[config.mk]
export PLATFORM = sky130hd
export DESIGN_NAME = updown_timer_core
export DESIGN_NICKNAME = d
export VERILOG_FILES = /design/src/rtl/tmr_pkg.sv /design/src/rtl/tmr_regs.sv /design/src/rtl/tmr_counter.sv /design/src/rtl/tmr_flags.sv /design/src/rtl/updown_timer_core.sv
export SDC_FILE = /design/constraint.sdc
export NUM_CORES = 1
export LEC_CHECK = 0
export BUFFER_PORTS_ARGS = -buffer_cell sky130_fd_sc_hd__buf_2
export CELL_PAD_IN_SITES_DETAIL_PLACEMENT = 1
export CELL_PAD_IN_SITES_GLOBAL_PLACEMENT = 1
export CORE_ASPECT_RATIO = 1.75
export CORE_UTILIZATION = 48
export DETAILED_ROUTE_END_ITERATION = 16
export HOLD_SLACK_MARGIN = 0.08
export PLACE_DENSITY = 0.85
export RECOVER_POWER = 25
export SYNTH_ARGS = -nofsm -noshare
export SYNTH_HDL_FRONTEND = slang
export SYNTH_SLANG_ARGS = --single-unit
[constraint.sdc]
create_clock -name clk -period 8.55 [get_ports clk]
set_input_delay 1.71 -clock clk [delete_from_list [all_inputs] [get_ports clk]]
set_output_delay 1.71 -clock clk [all_outputs]
set_load 0.005 [all_outputs]
[src/rtl/tmr_pkg.sv]
package tmr_pkg;
  localparam int unsigned ADDR_W = 3;
  localparam int unsigned CTRL_W = 8;

  localparam logic [ADDR_W-1:0] A_CTRL   = 3'd0;
  localparam logic [ADDR_W-1:0] A_RELOAD = 3'd1;
  localparam logic [ADDR_W-1:0] A_CMP    = 3'd2;
  localparam logic [ADDR_W-1:0] A_FLAGS  = 3'd3;
  localparam logic [ADDR_W-1:0] A_COUNT  = 3'd4;

  typedef enum logic [1:0] {
    ALIGN_EDGE = 2'b00,
    CTR_DN     = 2'b01,
    CTR_UP     = 2'b10,
    CTR_BOTH   = 2'b11
  } align_e;

  typedef struct packed {
    logic   arbuf;
    align_e align;
    logic   dir;
    logic   one_shot;
    logic   upd_src;
    logic   upd_off;
    logic   run;
  } ctrl_t;
endpackage

[src/rtl/tmr_regs.sv]
module tmr_regs
  import tmr_pkg::*;
#(
  parameter int CW = 16
) (
  input  logic              clk,
  input  logic              rst,
  input  logic              wr_en,
  input  logic [ADDR_W-1:0] wr_addr,
  input  logic [CW-1:0]     wr_data,
  input  logic              run_clr,
  output ctrl_t             ctrl,
  output logic [CW-1:0]     reload_buf,
  output logic [CW-1:0]     cmp_val,
  output logic              reload_wr_now
);
  logic  ctrl_wr;
  ctrl_t ctrl_nxt;

  assign ctrl_wr       = wr_en && (wr_addr == A_CTRL);
  assign reload_wr_now = wr_en && (wr_addr == A_RELOAD) && !ctrl.arbuf;

  always_comb begin
    ctrl_nxt = ctrl_t'(wr_data[CTRL_W-1:0]);
    if (ctrl.run && ctrl.align == ALIGN_EDGE && ctrl_nxt.align != ALIGN_EDGE)
      ctrl_nxt.align = ctrl.align;
  end

  always_ff @(posedge clk) begin
    if (rst) begin
      ctrl <= '0;
    end else if (ctrl_wr) begin
      ctrl <= ctrl_nxt;
    end else if (run_clr) begin
      ctrl.run <= 1'b0;
    end
  end

  always_ff @(posedge clk) begin
    if (rst) begin
      reload_buf <= '1;
      cmp_val    <= '0;
    end else if (wr_en) begin
      if (wr_addr == A_RELOAD) reload_buf <= wr_data;
      if (wr_addr == A_CMP)    cmp_val    <= wr_data;
    end
  end


  align_guard_chk: assert property (@(posedge clk) disable iff (rst)
    (ctrl_wr && ctrl.run && ctrl.align == ALIGN_EDGE) |=> ctrl.align == ALIGN_EDGE);
endmodule

[src/rtl/tmr_counter.sv]
module tmr_counter
  import tmr_pkg::*;
#(
  parameter int CW = 16
) (
  input  logic          clk,
  input  logic          rst,
  input  ctrl_t         ctrl,
  input  logic          sw_upd,
  input  logic          reload_wr_now,
  input  logic [CW-1:0] wr_data,
  input  logic [CW-1:0] reload_buf,
  output logic [CW-1:0] count,
  output logic          down_now,
  output logic          uev_hw,
  output logic          uev_sw
);
  localparam logic [CW-1:0] ONE = CW'(1);

  logic          dir_q, dir_n;
  logic          center, turn, uev;
  logic [CW-1:0] reload_act, reload_ld, cnt_n;

  assign center    = ctrl.align != ALIGN_EDGE;
  assign down_now  = center ? dir_q : ctrl.dir;
  assign turn      = down_now ? (count == '0) : (count >= reload_act);
  assign uev_hw    = ctrl.run && turn && !ctrl.upd_off;
  assign uev_sw    = sw_upd && !ctrl.upd_off;
  assign uev       = uev_hw || uev_sw;
  assign reload_ld = uev ? reload_buf : reload_act;

  always_comb begin
    cnt_n = count;
    dir_n = center ? dir_q : 1'b0;
    if (uev_sw) begin
      cnt_n = down_now ? reload_buf : '0;
    end else if (ctrl.run) begin
      if (!center) begin
        if (down_now) cnt_n = turn ? reload_ld : count - ONE;
        else          cnt_n = turn ? '0 : count + ONE;
      end else if (!down_now) begin
        if (turn) begin
          dir_n = 1'b1;
          cnt_n = (count == '0) ? '0 : count - ONE;
        end else begin
          cnt_n = count + ONE;
        end
      end else begin
        if (turn) begin
          dir_n = 1'b0;
          cnt_n = (reload_ld == '0) ? '0 : ONE;
        end else begin
          cnt_n = count - ONE;
        end
      end
    end
  end

  always_ff @(posedge clk) begin
    if (rst) begin
      count      <= '0;
      dir_q      <= 1'b0;
      reload_act <= '1;
    end else begin
      count <= cnt_n;
      dir_q <= dir_n;
      if (reload_wr_now) reload_act <= wr_data;
      else if (uev)      reload_act <= reload_buf;
    end
  end


  up_step_chk: assert property (@(posedge clk) disable iff (rst)
    (ctrl.run && !center && !down_now && !sw_upd && count < reload_act)
      |=> count == $past(count) + ONE);


  down_step_chk: assert property (@(posedge clk) disable iff (rst)
    (ctrl.run && !center && down_now && !sw_upd && count != '0)
      |=> count == $past(count) - ONE);


  strobe_up_chk: assert property (@(posedge clk) disable iff (rst)
    (uev_sw && !down_now) |=> count == '0);
endmodule

[src/rtl/tmr_flags.sv]
module tmr_flags
  import tmr_pkg::*;
#(
  parameter int CW = 16
) (
  input  logic          clk,
  input  logic          rst,
  input  ctrl_t         ctrl,
  input  logic          down_now,
  input  logic [CW-1:0] count,
  input  logic [CW-1:0] cmp_val,
  input  logic          uev_hw,
  input  logic          uev_sw,
  input  logic          clr_wr,
  input  logic [1:0]    clr_bits,
  output logic          upd_flag,
  output logic          cmp_flag
);
  logic dir_ok, match, upd_set;

  always_comb begin
    unique case (ctrl.align)
      CTR_DN:  dir_ok = down_now;
      CTR_UP:  dir_ok = !down_now;
      default: dir_ok = 1'b1;
    endcase
  end

  assign match   = ctrl.run && (count == cmp_val) && dir_ok;
  assign upd_set = uev_hw || (uev_sw && !ctrl.upd_src);

  always_ff @(posedge clk) begin
    if (rst) begin
      upd_flag <= 1'b0;
      cmp_flag <= 1'b0;
    end else begin
      if (upd_set)                  upd_flag <= 1'b1;
      else if (clr_wr && clr_bits[0]) upd_flag <= 1'b0;
      if (match)                    cmp_flag <= 1'b1;
      else if (clr_wr && clr_bits[1]) cmp_flag <= 1'b0;
    end
  end


  upd_off_chk: assert property (@(posedge clk) disable iff (rst)
    ctrl.upd_off |=> !$rose(upd_flag));


  upd_src_chk: assert property (@(posedge clk) disable iff (rst)
    (ctrl.upd_src && !uev_hw) |=> !$rose(upd_flag));


  rise_only_chk: assert property (@(posedge clk) disable iff (rst)
    (ctrl.align == CTR_UP && down_now) |=> !$rose(cmp_flag));


  fall_only_chk: assert property (@(posedge clk) disable iff (rst)
    (ctrl.align == CTR_DN && !down_now) |=> !$rose(cmp_flag));
endmodule

[src/rtl/updown_timer_core.sv]
module updown_timer_core
  import tmr_pkg::*;
#(
  parameter int CW = 16
) (
  input  logic              clk,
  input  logic              rst,
  input  logic              wr_en,
  input  logic [ADDR_W-1:0] wr_addr,
  input  logic [CW-1:0]     wr_data,
  input  logic [ADDR_W-1:0] rd_addr,
  output logic [CW-1:0]     rd_data,
  input  logic              sw_upd,
  output logic              upd_flag,
  output logic              cmp_flag
);
  ctrl_t         ctrl, ctrl_rd;
  logic [CW-1:0] reload_buf, cmp_val, count;
  logic          reload_wr_now, down_now, uev_hw, uev_sw, run_clr, ctrl_wr;

  assign run_clr = ctrl.one_shot && (uev_hw || uev_sw);
  assign ctrl_wr = wr_en && (wr_addr == A_CTRL);

  tmr_regs #(.CW(CW)) u_regs (
    .clk(clk), .rst(rst), .wr_en(wr_en), .wr_addr(wr_addr), .wr_data(wr_data),
    .run_clr(run_clr), .ctrl(ctrl), .reload_buf(reload_buf), .cmp_val(cmp_val),
    .reload_wr_now(reload_wr_now)
  );

  tmr_counter #(.CW(CW)) u_cnt (
    .clk(clk), .rst(rst), .ctrl(ctrl), .sw_upd(sw_upd),
    .reload_wr_now(reload_wr_now), .wr_data(wr_data), .reload_buf(reload_buf),
    .count(count), .down_now(down_now), .uev_hw(uev_hw), .uev_sw(uev_sw)
  );

  tmr_flags #(.CW(CW)) u_flags (
    .clk(clk), .rst(rst), .ctrl(ctrl), .down_now(down_now), .count(count),
    .cmp_val(cmp_val), .uev_hw(uev_hw), .uev_sw(uev_sw),
    .clr_wr(wr_en && (wr_addr == A_FLAGS)), .clr_bits(wr_data[1:0]),
    .upd_flag(upd_flag), .cmp_flag(cmp_flag)
  );

  always_comb begin
    ctrl_rd = ctrl;
    if (ctrl.align != ALIGN_EDGE) ctrl_rd.dir = down_now;
  end

  always_ff @(posedge clk) begin
    if (rst) begin
      rd_data <= '0;
    end else begin
      unique case (rd_addr)
        A_CTRL:   rd_data <= {{(CW-CTRL_W){1'b0}}, ctrl_rd};
        A_RELOAD: rd_data <= reload_buf;
        A_CMP:    rd_data <= cmp_val;
        A_FLAGS:  rd_data <= {{(CW-2){1'b0}}, cmp_flag, upd_flag};
        A_COUNT:  rd_data <= count;
        default:  rd_data <= '0;
      endcase
    end
  end


  one_shot_chk: assert property (@(posedge clk) disable iff (rst)
    (ctrl.one_shot && (uev_hw || uev_sw) && !ctrl_wr) |=> !ctrl.run);
endmodule

# Word-level counts from Yosys, hierarchy flattened
# Index checks and enable logic that the tools add are counted.
totals:
  regBits: 91
  latchBits: 0
  ram_bits: 0
  mem_bits_ro: 0
  output_inout_bits: 18
  elab_cells: 96
  memories: 0
classes:
  n_addsub: 2
  multipliers: 0
  div: 0
  order_cmp: 1
  n_eq_ne: 10
  n_shift: 0
  n_mux: 32
  bitwise: 1
  reduce_logical: 35
op_table:
  columns: ["cell", "count"]
  rows:
  - ["$mux 16", 13]
  - ["$pmux 16 s5", 1]
  - ["$logic_not 16->1", 2]
  - ["$mux 1", 17]
  - ["$add 16x1->16 const B", 1]
  - ["$eq 16x16->1", 1]
  - ["$ge 16x16->1", 1]
  - ["$sub 16x1->16 const B", 1]
  - ["$logic_and 1x1->1", 15]
  - ["$eq 3x2->1 const B", 4]
  - ["$reduce_bool 2->1", 6]
  - ["$eq 3x1->1 const B", 2]
  - ["$logic_not 3->1", 2]
  - ["$reduce_and 2->1", 3]
  - ["$logic_not 1->1", 4]
  - ["$eq 3x3->1 const B", 1]
  - ["$eq 2x1->1 const B", 1]
  - ["$eq 2x2->1 const B", 1]
  - ["$logic_not 2->1", 1]
  - ["$logic_or 1x1->1", 2]
  - ["$pmux 1 s2", 1]
  - ["$not 1->1", 1]

# Longest topological paths before layout
# Gate-level depths: netlist (run 1).
depth:
  depth_word: 14
  depth_mapped: 12

# Hierarchy
# Synthesis (run 1) repeated with hierarchy kept, for this count alone.
unflattened:
  cells_unflattened: 730
  area_unflattened_um2: 5929.4
modules_own_cells:
  columns: ["mod", "instances", "cells_each", "area_per_inst_um2", "seq_area_each_um2"]
  rows:
  - ["tmr_counter", 1, 418, 3198.1, 660.6]
  - ["tmr_regs", 1, 164, 1500.2, 800.8]
  - ["updown_timer_core", 1, 111, 912.1, 320.3]
  - ["tmr_flags", 1, 37, 319.1, 40.0]

# Least setup slack after synthesis (run 1)
# No wires, ideal clock.
synth_timing:
  path_kind: "input port to flip-flop"
  from: "input port wr_addr[2]"
  to: "register u_regs.ctrl[5] (netlist name)"
  setup_time_ns: 0.128
  arrival_time_ns: 2.984
  t_required_ns: 8.422
  path_slack_ns: 5.439
  path_stages: 5
  n_path_buf: 0
  path_cell_list: "nand2b_1 nor3_1 nand2_1 mux2i_1 nor2_1"
synth_via:
  elab_chain_len: 3
synth_rtl:
  columns: ["element", "line_no", "rtl"]
  rows:
  - ["start: declaration", "updown_timer_core.sv:9", "input logic [ADDR_W-1:0] wr_addr,"]
  - ["$logic_not 3->1", "tmr_regs.sv:20", "assign ctrl_wr = wr_en && (wr_addr == A_CTRL);"]
  - ["$logic_and 1x1->1", "tmr_regs.sv:20", null]
  - ["$reduce_and 2->1 (no line)", null, null]
# No other way between the ends.
# A chain may end at the register's enable or synchronous reset.

# Worst setup path after layout (run 1)
layout_timing:
  from: "register u_cnt.count[13]"
  to: "register u_cnt.count[13]"
layout_via:
  elab_chain_len: 11
layout_rtl:
  columns: ["element", "line_no", "rtl"]
  rows:
  - ["start: declaration", "tmr_counter.sv:13", "output logic [CW-1:0] count,"]
  - ["start signal: assignment", "tmr_counter.sv:65", "count <= cnt_n;"]
  - ["$ge 16x16->1 / $logic_not 16->1 (equally long branches)", "tmr_counter.sv:26, tmr_counter.sv:44", null]
  - ["$mux 1", "tmr_counter.sv:26", "assign turn = down_now ? (count == '0) : (count >= reload_act);"]
  - ["$logic_and 1x1->1 (2 in series)", "tmr_counter.sv:27", "assign uev_hw = ctrl.run && turn && !ctrl.upd_off;"]
  - ["$logic_or 1x1->1", "tmr_counter.sv:29", "assign uev = uev_hw || uev_sw;"]
  - ["$mux 16", "tmr_counter.sv:30", "assign reload_ld = uev ? reload_buf : reload_act;"]
  - ["$mux 16 (2 in series)", "tmr_counter.sv:39", "if (down_now) cnt_n = turn ? reload_ld : count - ONE;"]
  - ["$mux 16 *", "tmr_counter.sv:38", "if (!center) begin"]
  - ["$mux 16 *", "tmr_counter.sv:37", "end else if (ctrl.run) begin"]
  - ["$mux 16 *", "tmr_counter.sv:35", "if (uev_sw) begin"]
# Every way passes the cells marked *; elsewhere a longest branch is shown, timed or not. The select of a mux whose other input is x is not followed.

==> out/results.ini, run 1 <==
[run_status]
status = complete, no violations

[timing]
max_freq_ghz = 0.258
worstMarginPinSlew_ps = 1300
clock-skew-final_ps = 7.34
setup_viol = 0
grt_setup_unrepaired = no
slew_violations = 0
hold-worst-slack_ps = 499
slew_headroom_pct = 13.4
min_period_ps = 3880
fin_crit_sh_pct = 45.3
setup_slack_ps = 4670
hold_viol = 0
setup_tns_ps = 0

[grt]
grt_max_degree = 67
grtUsageTotal_pct = 34.9
grt_pass1_wl_um = 33300
grt_antenna_before_repair = 0
grt_pass1_vias = 6210
overflow = 0

[critical_path]
cp-start-kind = flip-flop
reg2reg_slack_ps = 4670
worstPathCellList = ha_1 > nand4_1 > nor3_1 > or4b_1 > nand3_2 > o21ai_0 > a2111oi_0 > o22ai_1
crit_slowest_cell = nor3_1
required_ps = 8770
worstSetupPathType = reg -> reg
max_stage_delay_ps = 680
worst_ep_arrival_time_ps = 4090
end_kind = flip-flop
cp_top_family = simple AND/OR/NAND/NOR gates
crit_buf_inv = 0
crit_fanout = 28

[floorplan]
initial_core_util_pct = 49.2
die_w_um = 84.4
num_rows = 52
die_y_um = 146
core_area_sq_um = 11600
die-area_sq_um = 12300
ioPinCount = 44

[routing]
route.detailed.drc = 0
routed_wl_um = 21000
dr.pass1.iters = 5
ant_nets = 0
drt_iter0_markers = 481
viasPerCell = 6.64
wl_per_cell_um = 23.5
routed-via-count = 5951

[finish]
antennaDiodeCount = 0
final_nets = 803
drive_above_1_share_pct = 9.72
fin_util_pct = 53.3
syn2layout_area_growth_pct = 8.36
fin_cells = 896
design_area_sq_um = 6180

[power]
p_sw_uw = 304
ir_drop_mv = 0.114
power_density_nw_per_um2 = 161
clock_power_share_pct = 39.0
p_comb_share_pct = 14.7
p_total_uw = 996
seqPwrFrac_pct = 46.3
p_int_uw = 692
sw_frac_of_total_pct = 30.5
p_leak_nw = 2.51

[placed_design]
dpl.hpwl_um = 15400
port_buffers = 43
dp_cells = 880
gp_congestion = 0.924
post-place-ws_ps = 4380
place_area_sq_um = 5900

[synthesis]
yosys_warnings = 0
yosysUniqueCellTypes = 60
synthArstFlopShare_pct = 0
synth_edf_count = 0
synth_area_sq_um = 5700
synth.net_count = 798
synth-seq-cells = 91
yosysSeqAreaShare_pct = 32.0
synth-main-ff-cell = dfxtp_1
postSynthCellCount = 751
syn_area_per_cell_sq_um = 7.59

[clock_tree]
cts_tree = built
numCtsBuffers = 9
cts_hold_buf = 0
post_cts_buffers = 0
clock_latency_ps = 350
path_clk_slew_ps = 70
cts.sinks = 91
h-tree-depth = 3
cts.path.max_buffers = 2
clockRootBuffer = clkbuf_16
cts-resized-gates = 0

[job]
maxCapViolations = 0

[worst_hold_path]
hold_class = reg -> reg

[per-layer routing]
| metal | up-vias | track usage, % | wire length (um) |
|---|---|---|---|
| li1 | 2698 | - | - |
| met1 | 2902 | 37.4 | 7790 |
| met2 | 243 | 62.0 | 10700 |
| met3 | 108 | 5.37 | 1050 |
| met4 | 0 | 24.1 | 1490 |
| met5 | - | 0 | 0 |
[cell usage in the layout, fill, tap and decap left out, types with 5 or more instances in the layout]
cell type and count:
a221oi_1 8, buf_4 5, o221ai_1 5, clkbuf_1 6, ha_1 21, inv_1 29, o21ai_0 21, a22oi_1 18
buf_2 38, nor4_1 15, nand4_1 15, nor2b_1 24, nor3_1 24, and3_1 6, clkbuf_16 9, xnor2_1 17
a2111oi_0 5, nand2b_1 8, xor2_1 16, nor2_1 81, nand3_1 13, mux2i_1 18, dfxtp_1 91, a31oi_1 17
nand2_1 94, a211o_1 19, a21oi_1 68, or3_1 8
[path summary, 6_finish.rpt]
| check | start | to | cells past startpoint |
|---|---|---|---|
| max | u_cnt.count[13] | u_cnt.count[13] | 8 |
| min | u_regs.cmp_val[13] | u_regs.cmp_val[13] | 2 |
| max reg2reg | u_cnt.count[13] | u_cnt.count[13] | 8 |
| min reg2reg | u_regs.cmp_val[13] | u_regs.cmp_val[13] | 2 |
[logic make-up after synthesis]
family                     count (synthesis)  share of synthesized area, %
AOI/OAI and AO/OA                        194                          22.7
xor gates and xnor gates                  33                          5.07
adders and majority gates                 21                          4.61
buffers and inverters                     84                          5.99
DFF                                       91                          32.0
muxes                                     21                          3.82
and+or+nand+nor                          307                          25.9
[power groups by stage]
stage	Clock, mW	Combinational [mW]	Sequential [mW]
CTS	0.391	0.144	0.460
detailed placement	0	0.142	0.470
floorplan	0	0.108	0.457
finish	0.388	0.146	0.461
global route	0.407	0.159	0.463
global placement	0	0.136	0.469
[layout make-up]
class / instances / area, sq um
fill: 1481 / 5410
clock inverter: 7 / 62.6
multi-input combinational: 576 / 3540
clock buffer: 9 / 225
sequential: 91 / 1820
inverter: 29 / 109
tap: 135 / 169
timing repair buffer: 49 / 250
[cells in the mapped netlist, types with 3 or more instances]
cell type,number,area share [%]
nor2b_1,24,2.6
o31ai_1,4,0.53
o211ai_1,3,0.40
nor2_1,82,5.4
buf_2,5,0.44
xnor2_1,17,2.6
nand2_1,94,6.2
nand4_1,15,1.6
mux2i_1,18,3.2
o21ai_0,21,1.8
ha_1,21,4.6
nor4_1,15,1.6
a221oi_1,8,1.2
o221ai_1,5,0.77
xor2_1,16,2.5
nand2b_1,8,0.88
a311oi_1,3,0.46
or2_2,3,0.33
a31oi_1,17,1.9
inv_1,29,1.9
or4_1,3,0.40
a2111oi_0,5,0.77
a311o_1,3,0.53
or3_1,8,0.88
a211o_1,19,2.9
a21oi_1,68,6.0
and3_1,6,0.66
clkbuf_1,45,3.0
dfxtp_1,91,32
a22oi_1,18,2.4
nand3_1,13,1.1
nor3_1,24,2.1
o22ai_1,4,0.44
a211oi_1,3,0.40
[worst min-delay path, delay by kind of cell, from the launching register on]
kind	cells	cell delay (ps)
AO/OA/AOI/OAI	1	50
flip-flops	1	340
AND/OR/NAND/NOR	1	60
[flip-flops by register name, indices dropped and copies added, names as in the netlist, 8 cells and up]
register and flops:
u_cnt.count 16, rd_data 16, u_regs.cmp_val 16, u_cnt.reload_act 16, u_regs.reload_buf 16, u_regs.ctrl 8
Power figures use the tool's default switching activity.
==> run 2, diff against run 1 <==
--- a/config.mk
+++ b/config.mk
@@ -9,10 +9,10 @@
 export CELL_PAD_IN_SITES_DETAIL_PLACEMENT = 1
 export CELL_PAD_IN_SITES_GLOBAL_PLACEMENT = 1
 export CORE_ASPECT_RATIO = 1.75
-export CORE_UTILIZATION = 48
+export CORE_UTILIZATION = 45
 export DETAILED_ROUTE_END_ITERATION = 16
 export HOLD_SLACK_MARGIN = 0.08
-export PLACE_DENSITY = 0.85
+export PLACE_DENSITY = 0.8
 export RECOVER_POWER = 25
 export SYNTH_ARGS = -nofsm -noshare
 export SYNTH_HDL_FRONTEND = slang
==> constraint.sdc (replaced) <==
create_clock -name clk -period 4 [get_ports clk]
set_input_delay 0.8 -clock clk [delete_from_list [all_inputs] [get_ports clk]]
set_output_delay 0.8 -clock clk [all_outputs]
set_load 0.005 [all_outputs]
==> run 2 against run 1 <==
Design area is 3.6% higher. Clock skew up 3.9 ps. Global-route usage shrank 0.063 points. Sequential power rose by 110%. Largest cell class unchanged.
==> out/results.ini, run 2 (synthesis gave the netlist of run 1 again) <==
[power]
power_density_nw_per_um2 = 367  ; +130%
ir_drop_mv = 0.348  ; +210%
sw_frac_of_total_pct = 27.9  ; -2.6 points
p_leak_nw = 2.61  ; +3.9%
clock_power_share_pct = 44.1  ; +5.1 points
p_comb_share_pct = 14.4  ; -0.3 points
p_total_mw = 2.35  ; +140%
p_int_mw = 1.69  ; +140%
p_sw_uw = 656  ; +120%
seqPwrFrac_pct = 41.5  ; -4.8 points

[timing]
min_period_ps = 3660  ; -220 ps
slew_headroom_pct = 13.7  ; +0.27 points
slew_violations = 0  ; unchanged
setup_tns_ps = 0  ; unchanged
fin_crit_sh_pct = 91.4  ; +46 points
max_freq_ghz = 0.273  ; +6.0%
hold_viol = 0  ; unchanged
worstMarginPinSlew_ps = 1280  ; -15.8 ps
clock-skew-final_ps = 11.2  ; +3.88 ps
setup_viol = 0  ; unchanged
grt_setup_unrepaired = no

[finish]
fin_cells = 945  ; +5.5%
antennaDiodeCount = 0  ; unchanged
final_cell_mix = 94 x nand2_1, 91 x dfxtp_1, 81 x nor2_1
mostFrequentLayoutCell = nand2_1
nFillCells = 1616  ; +9.1%
multiInputGateArea_sq_um = 3540  ; about the same
final_nets = 819  ; +2.0%
syn2layout_area_growth_pct = 12.3
ff_latch_area_sq_um = 1820  ; unchanged
drive_above_1_share_pct = 10.9  ; +1.2 points

[routing]
ant_nets = 0  ; unchanged
wl_per_cell_um = 23.0  ; -2.0%
routed_wl_um = 21700  ; +3.3%
route.detailed.drc = 0  ; unchanged
viasPerCell = 6.37  ; -4.0%
routed-via-count = 6024  ; +1.2%
drt_iter0_markers = 382  ; -21%
dr.pass1.iters = 5  ; unchanged

[clock_tree]
cts-resized-gates = 0  ; unchanged
h-tree-depth = 3  ; unchanged
clock_latency_ps = 350  ; about the same
cts_tree = built
cts_hold_buf = 0  ; unchanged
clockRootBuffer = clkbuf_16
numCtsBuffers = 9  ; unchanged
path_clk_slew_ps = 70  ; about the same
post_cts_buffers = 0  ; unchanged
cts.sinks = 91  ; unchanged
cts.path.max_buffers = 2  ; unchanged

[placed_design]
port_buffers = 43  ; unchanged
dpl.hpwl_um = 16400  ; +6.7%
gp_congestion = 0.938  ; +1.5%
dp_cells = 929  ; +5.6%

[floorplan]
die_y_um = 151  ; +3.2%
core_area_sq_um = 12400  ; +7.3%
ioPinCount = 44  ; unchanged
num_rows = 54  ; +3.8%
initial_core_util_pct = 45.8  ; -3.4 points
die-area_sq_um = 13100  ; +6.5%
die_w_um = 87.1  ; +3.2%

[job]
maxCapViolations = 0  ; unchanged

[grt]
grt_max_degree = 34  ; -49%
grt_pass1_wl_um = 34000  ; +2.1%
overflow = 0  ; unchanged
grt_pass1_vias = 6176  ; -0.55%
grtUsageTotal_pct = 34.8  ; -0.063 points
grt_antenna_before_repair = 0  ; unchanged

[critical_path]
end_kind = flip-flop
required_ps = 4220  ; -4550 ps
cp-start-kind = flip-flop
worstSetupPathType = reg -> reg
crit_fanout = 20  ; -29%
worst_ep_arrival_time_ps = 3880  ; -210 ps

[worst_hold_path]
hold_class = reg -> reg

[run_status]
status = complete, no violations

==> run 2: worst max-delay path, cell delays in order, from the launching register on <==
cell,delay [ps]
dfxtp_1,530
inv_1,130
ha_1,300
nand2b_1,130
a2111oi_0,860
or4b_1,290
and3_2,460
nor2_1,250
a221oi_1,440
o22ai_1,130
==> run 2: power by group through the flow <==
stage	registers, mW	logic [mW]	clock network, mW
after floorplan	0.977	0.231	0
after global placement	0.993	0.319	0
after detailed placement	0.995	0.328	0
after CTS	0.974	0.333	1.04
after global routing	0.978	0.368	1.08
final	0.975	0.338	1.04
==> run 2: metrics by stage <==
stage | hold slack (ps) | utilization (%) | setup WS, ps | cell area [sq um]
after floorplan | 458 | - | 1240 | 5700
after global placement | 472 | 48.7 | 350 | 6060
after detailed placement | 482 | 48.7 | 218 | 6060
after CTS | 493 | 51.6 | 148 | 6420
after global routing | 516 | 51.5 | 285 | 6400
final | 492 | 51.5 | 343 | 6400
==> run 2: metal layers <==
layer	routed length, um	up-vias	track usage [%]
met5	0	-	0
met4	1500	0	23.9
met3	958	88	3.65
met2	11200	238	61.1
met1	8060	2973	38.8
li1	-	2725	-
==> run 2: final timing paths <==
path | slack [ps] | to | depth (start not counted) | startpoint
worst max-delay path | 340 | u_cnt.count[4] | 9 | u_cnt.count[0]
worst min-delay path | 490 | u_regs.cmp_val[9] | 2 | u_regs.cmp_val[9]
worst min register to register | 490 | u_regs.cmp_val[9] | 2 | u_regs.cmp_val[9]
worst max register to register | 340 | u_cnt.count[4] | 9 | u_cnt.count[0]
==> run 2: final cells by class <==
class | count | area share [%]
Tap cell | 168 | 3.28
Timing Repair Buffer | 65 | 5.67
Sequential cell | 91 | 28.5
Clock inverter | 6 | 1.86
Inverter | 29 | 1.70
Multi-Input combinational cell | 576 | 55.3
Clock buffer | 10 | 3.73
==> run 3, diff against run 2 <==
--- a/config.mk
+++ b/config.mk
@@ -5,14 +5,16 @@
 export SDC_FILE = /design/constraint.sdc
 export NUM_CORES = 1
 export LEC_CHECK = 0
+export ABC_AREA = 0
 export BUFFER_PORTS_ARGS = -buffer_cell sky130_fd_sc_hd__buf_2
 export CELL_PAD_IN_SITES_DETAIL_PLACEMENT = 1
 export CELL_PAD_IN_SITES_GLOBAL_PLACEMENT = 1
 export CORE_ASPECT_RATIO = 1.75
-export CORE_UTILIZATION = 45
+export CORE_UTILIZATION = 46
+export CTS_BUF_LIST = sky130_fd_sc_hd__clkbuf_4
 export DETAILED_ROUTE_END_ITERATION = 16
 export HOLD_SLACK_MARGIN = 0.08
-export PLACE_DENSITY = 0.8
+export PLACE_DENSITY = 0.79
 export RECOVER_POWER = 25
 export SYNTH_ARGS = -nofsm -noshare
 export SYNTH_HDL_FRONTEND = slang
==> run 3 against run 2 <==
The flow now finishes with violations (capacitance limit, slew limit). Sequential share of layout area up 0.88 points. Non-clock buffer count down 3. Design area down 3.0%. Register-to-register slack worse by 160 ps. Combinational power down 2%. Hold slack better by 7.6 ps. Critical path type unchanged. Largest cell class unchanged.
==> out/results.ini, run 3 (synthesis gave the netlist of run 1 again) <==
[power]
ir_drop_mv = 0.266  ; -24%
p_int_mw = 1.33  ; -22%
sw_frac_of_total_pct = 31.5  ; +3.5 points
power_density_nw_per_um2 = 312  ; -15%
p_leak_nw = 2.53  ; -2.8%
p_sw_uw = 609  ; -7.2%
seqPwrFrac_pct = 50.6  ; +9.1 points
clock_power_share_pct = 32.3  ; -12 points
p_comb_share_pct = 17.1  ; +2.7 points

[worst_hold_path]
hold_depth = 2  ; unchanged
worstHoldEndpoint = u_regs.cmp_val[5]
hold_class = reg -> reg
min_from = u_regs.cmp_val[5]

[floorplan]
core_area_sq_um = 12100  ; -2.9%
num_rows = 53  ; -1.9%
initial_core_util_pct = 47.2  ; +1.4 points
die_w_um = 86.1  ; -1.1%
die_y_um = 149  ; -1.1%
die-area_sq_um = 12900  ; -2.1%
ioPinCount = 44  ; unchanged

[routing]
ant_nets = 0  ; unchanged
dr.pass1.iters = 5  ; unchanged
drt_iter0_markers = 393  ; +2.9%
route.detailed.drc = 0  ; unchanged
routed_wl_um = 20900  ; -3.8%
viasPerCell = 6.32  ; -0.79%
wl_per_cell_um = 22.3  ; -3.3%
routed-via-count = 5945  ; -1.3%

[finish]
fin_cells = 940  ; -0.53%
final_cell_mix = 94 x nand2_1, 91 x dfxtp_1, 81 x nor2_1
mostFrequentLayoutCell = nand2_1
final_nets = 816  ; -0.37%
nFillCells = 1574  ; -2.6%
design_area_sq_um = 6210  ; -3.0%
syn2layout_area_growth_pct = 8.94
drive_above_1_share_pct = 11.1  ; +0.17 points

[timing]
clock-skew-final_ps = 13.8  ; +2.58 ps
slew_headroom_pct = -39.7  ; -53 points
slew_violations = 40  ; +40
hold_viol = 0  ; unchanged
setup_tns_ps = 0  ; unchanged
setup_viol = 0  ; unchanged
grt_setup_unrepaired = no
worstMarginPinSlew_ps = 2100  ; +812 ps
min_period_ps = 3820  ; +160 ps
max_freq_ghz = 0.262  ; -4.2%
fin_crit_sh_pct = 95.4  ; +4.0 points

[clock_tree]
cts-resized-gates = 0  ; unchanged
clock_latency_ps = 480  ; +130 ps
clockRootBuffer = clkbuf_4
cts.sinks = 91  ; unchanged
cts.path.max_buffers = 2  ; unchanged
cts_tree = built
path_clk_slew_ps = 160  ; +90 ps
numCtsBuffers = 9  ; unchanged
h-tree-depth = 3  ; unchanged

[critical_path]
max_stage_delay_ps = 730  ; -130 ps
reg2regPathDepth = 9  ; unchanged
end_kind = flip-flop
required_ps = 4410  ; +190 ps
rr_endpoint = u_cnt.count[2]
r2r_start = u_regs.ctrl[5]
crit_slowest_cell = and3_1
reg2reg_slack_ps = 180  ; -160 ps
crit_buf_inv = 1  ; unchanged
cp-start-kind = flip-flop
crit_fanout = 20  ; unchanged
worst_ep_arrival_time_ps = 4220  ; +340 ps
cp_top_family = compound AO/OA/AOI/OAI gates
worstPathCellList = inv_1 > ha_1 > mux2i_1 > o211ai_1 > a21oi_1 > and3_1 > o21ai_0 > a311o_1 > o221ai_1
worstSetupPathType = reg -> reg

[placed_design]
port_buffers = 43  ; unchanged
place_area_sq_um = 6010  ; -0.81%
dpl.hpwl_um = 15900  ; -3.1%
gp_congestion = 0.964  ; +2.8%
dp_cells = 920  ; -0.97%

[run_status]
violations = capacitance limit, slew limit
status = complete, but fails checks

[grt]
grtUsageTotal_pct = 33.5  ; -1.3 points
grt_max_degree = 40  ; +18%
grt_antenna_before_repair = 1  ; +1
overflow = 0  ; unchanged
grt_pass1_wl_um = 32800  ; -3.7%
grt_pass1_vias = 6081  ; -1.5%

[job]
maxCapViolations = 1  ; +1

run 3: cell count changes in the layout (fill, tap and decap cells not counted), moves of 4 or more:
cell | before | now
clkbuf_1 | 12 | 6
clkbuf_16 | 9 | 0
buf_2 | 32 | 37
buf_4 | 21 | 17
clkbuf_4 | 0 | 10
run 3: cell type report:
class / instances / area (sq um) / share of cell area (%)
diodes: 1 / 2.50 / 0.0403
clock buffers: 10 / 75.1 / 1.21
clock inverters: 6 / 96.3 / 1.55
inverters: 29 / 109 / 1.75
multi-input cells: 576 / 3540 / 57.0
flip-flops and latches: 91 / 1820 / 29.3
well taps: 165 / 206 / 3.33
repair buffers: 62 / 359 / 5.78
run 3: worst register-to-register path: stages (launching register included):
cell      delay, ps
dfxtp_1         370
inv_1            90
ha_1            440
mux2i_1         670
o211ai_1        230
a21oi_1         310
and3_1          730
o21ai_0         330
a311o_1         410
o221ai_1        160
run 3: through the flow:
step / total power, mW / utilization, % / worst slack (ps) / hold WS, ps
final: 1.94 / 51.4 / 183 / 500
after global routing: 2.01 / 51.4 / 44.3 / 522
after CTS: 1.93 / 51.2 / 243 / 501
after detailed placement: 1.32 / 49.8 / 337 / 482
after global placement: 1.31 / 49.8 / 399 / 469
after floorplan: 1.21 / - / 1240 / 458
run 3: per-layer routing:
layer	GRT usage, %	vias up	wire length [um]
met5	0	-	0
met2	56.9	240	10500
li1	-	2732	-
met3	4.48	81	988
met4	20.8	0	1230
met1	39.2	2892	8220
run 3: worst max path at each step:
| stage | start | slack, ps | cells after the start | endpoint |
|---|---|---|---|---|
| after detailed placement | u_regs.ctrl[5] | 340 | 9 | u_cnt.count[8] |
| after CTS | u_regs.ctrl[5] | 240 | 9 | u_cnt.count[7] |
| after global routing | u_regs.ctrl[5] | 40 | 9 | u_cnt.count[13] |
| after global placement | u_regs.ctrl[5] | 400 | 9 | u_cnt.count[8] |
| final | u_regs.ctrl[5] | 180 | 9 | u_cnt.count[2] |
| after floorplan | u_cnt.count[0] | 1240 | 12 | u_cnt.count[2] |
run 3: what timing repair did:
action,in CTS,in global routing
hold buffers,0,0
endpoints found under the setup margin,0,1
setup buffers,0,3
run 3: power groups by stage:
stage / registers (mW) / clock network [mW] / logic, mW
final: 0.980 / 0.625 / 0.331
after global routing: 0.984 / 0.662 / 0.361
after CTS: 0.978 / 0.630 / 0.325
after detailed placement: 0.998 / 0 / 0.322
after global placement: 0.996 / 0 / 0.309
after floorplan: 0.977 / 0 / 0.231
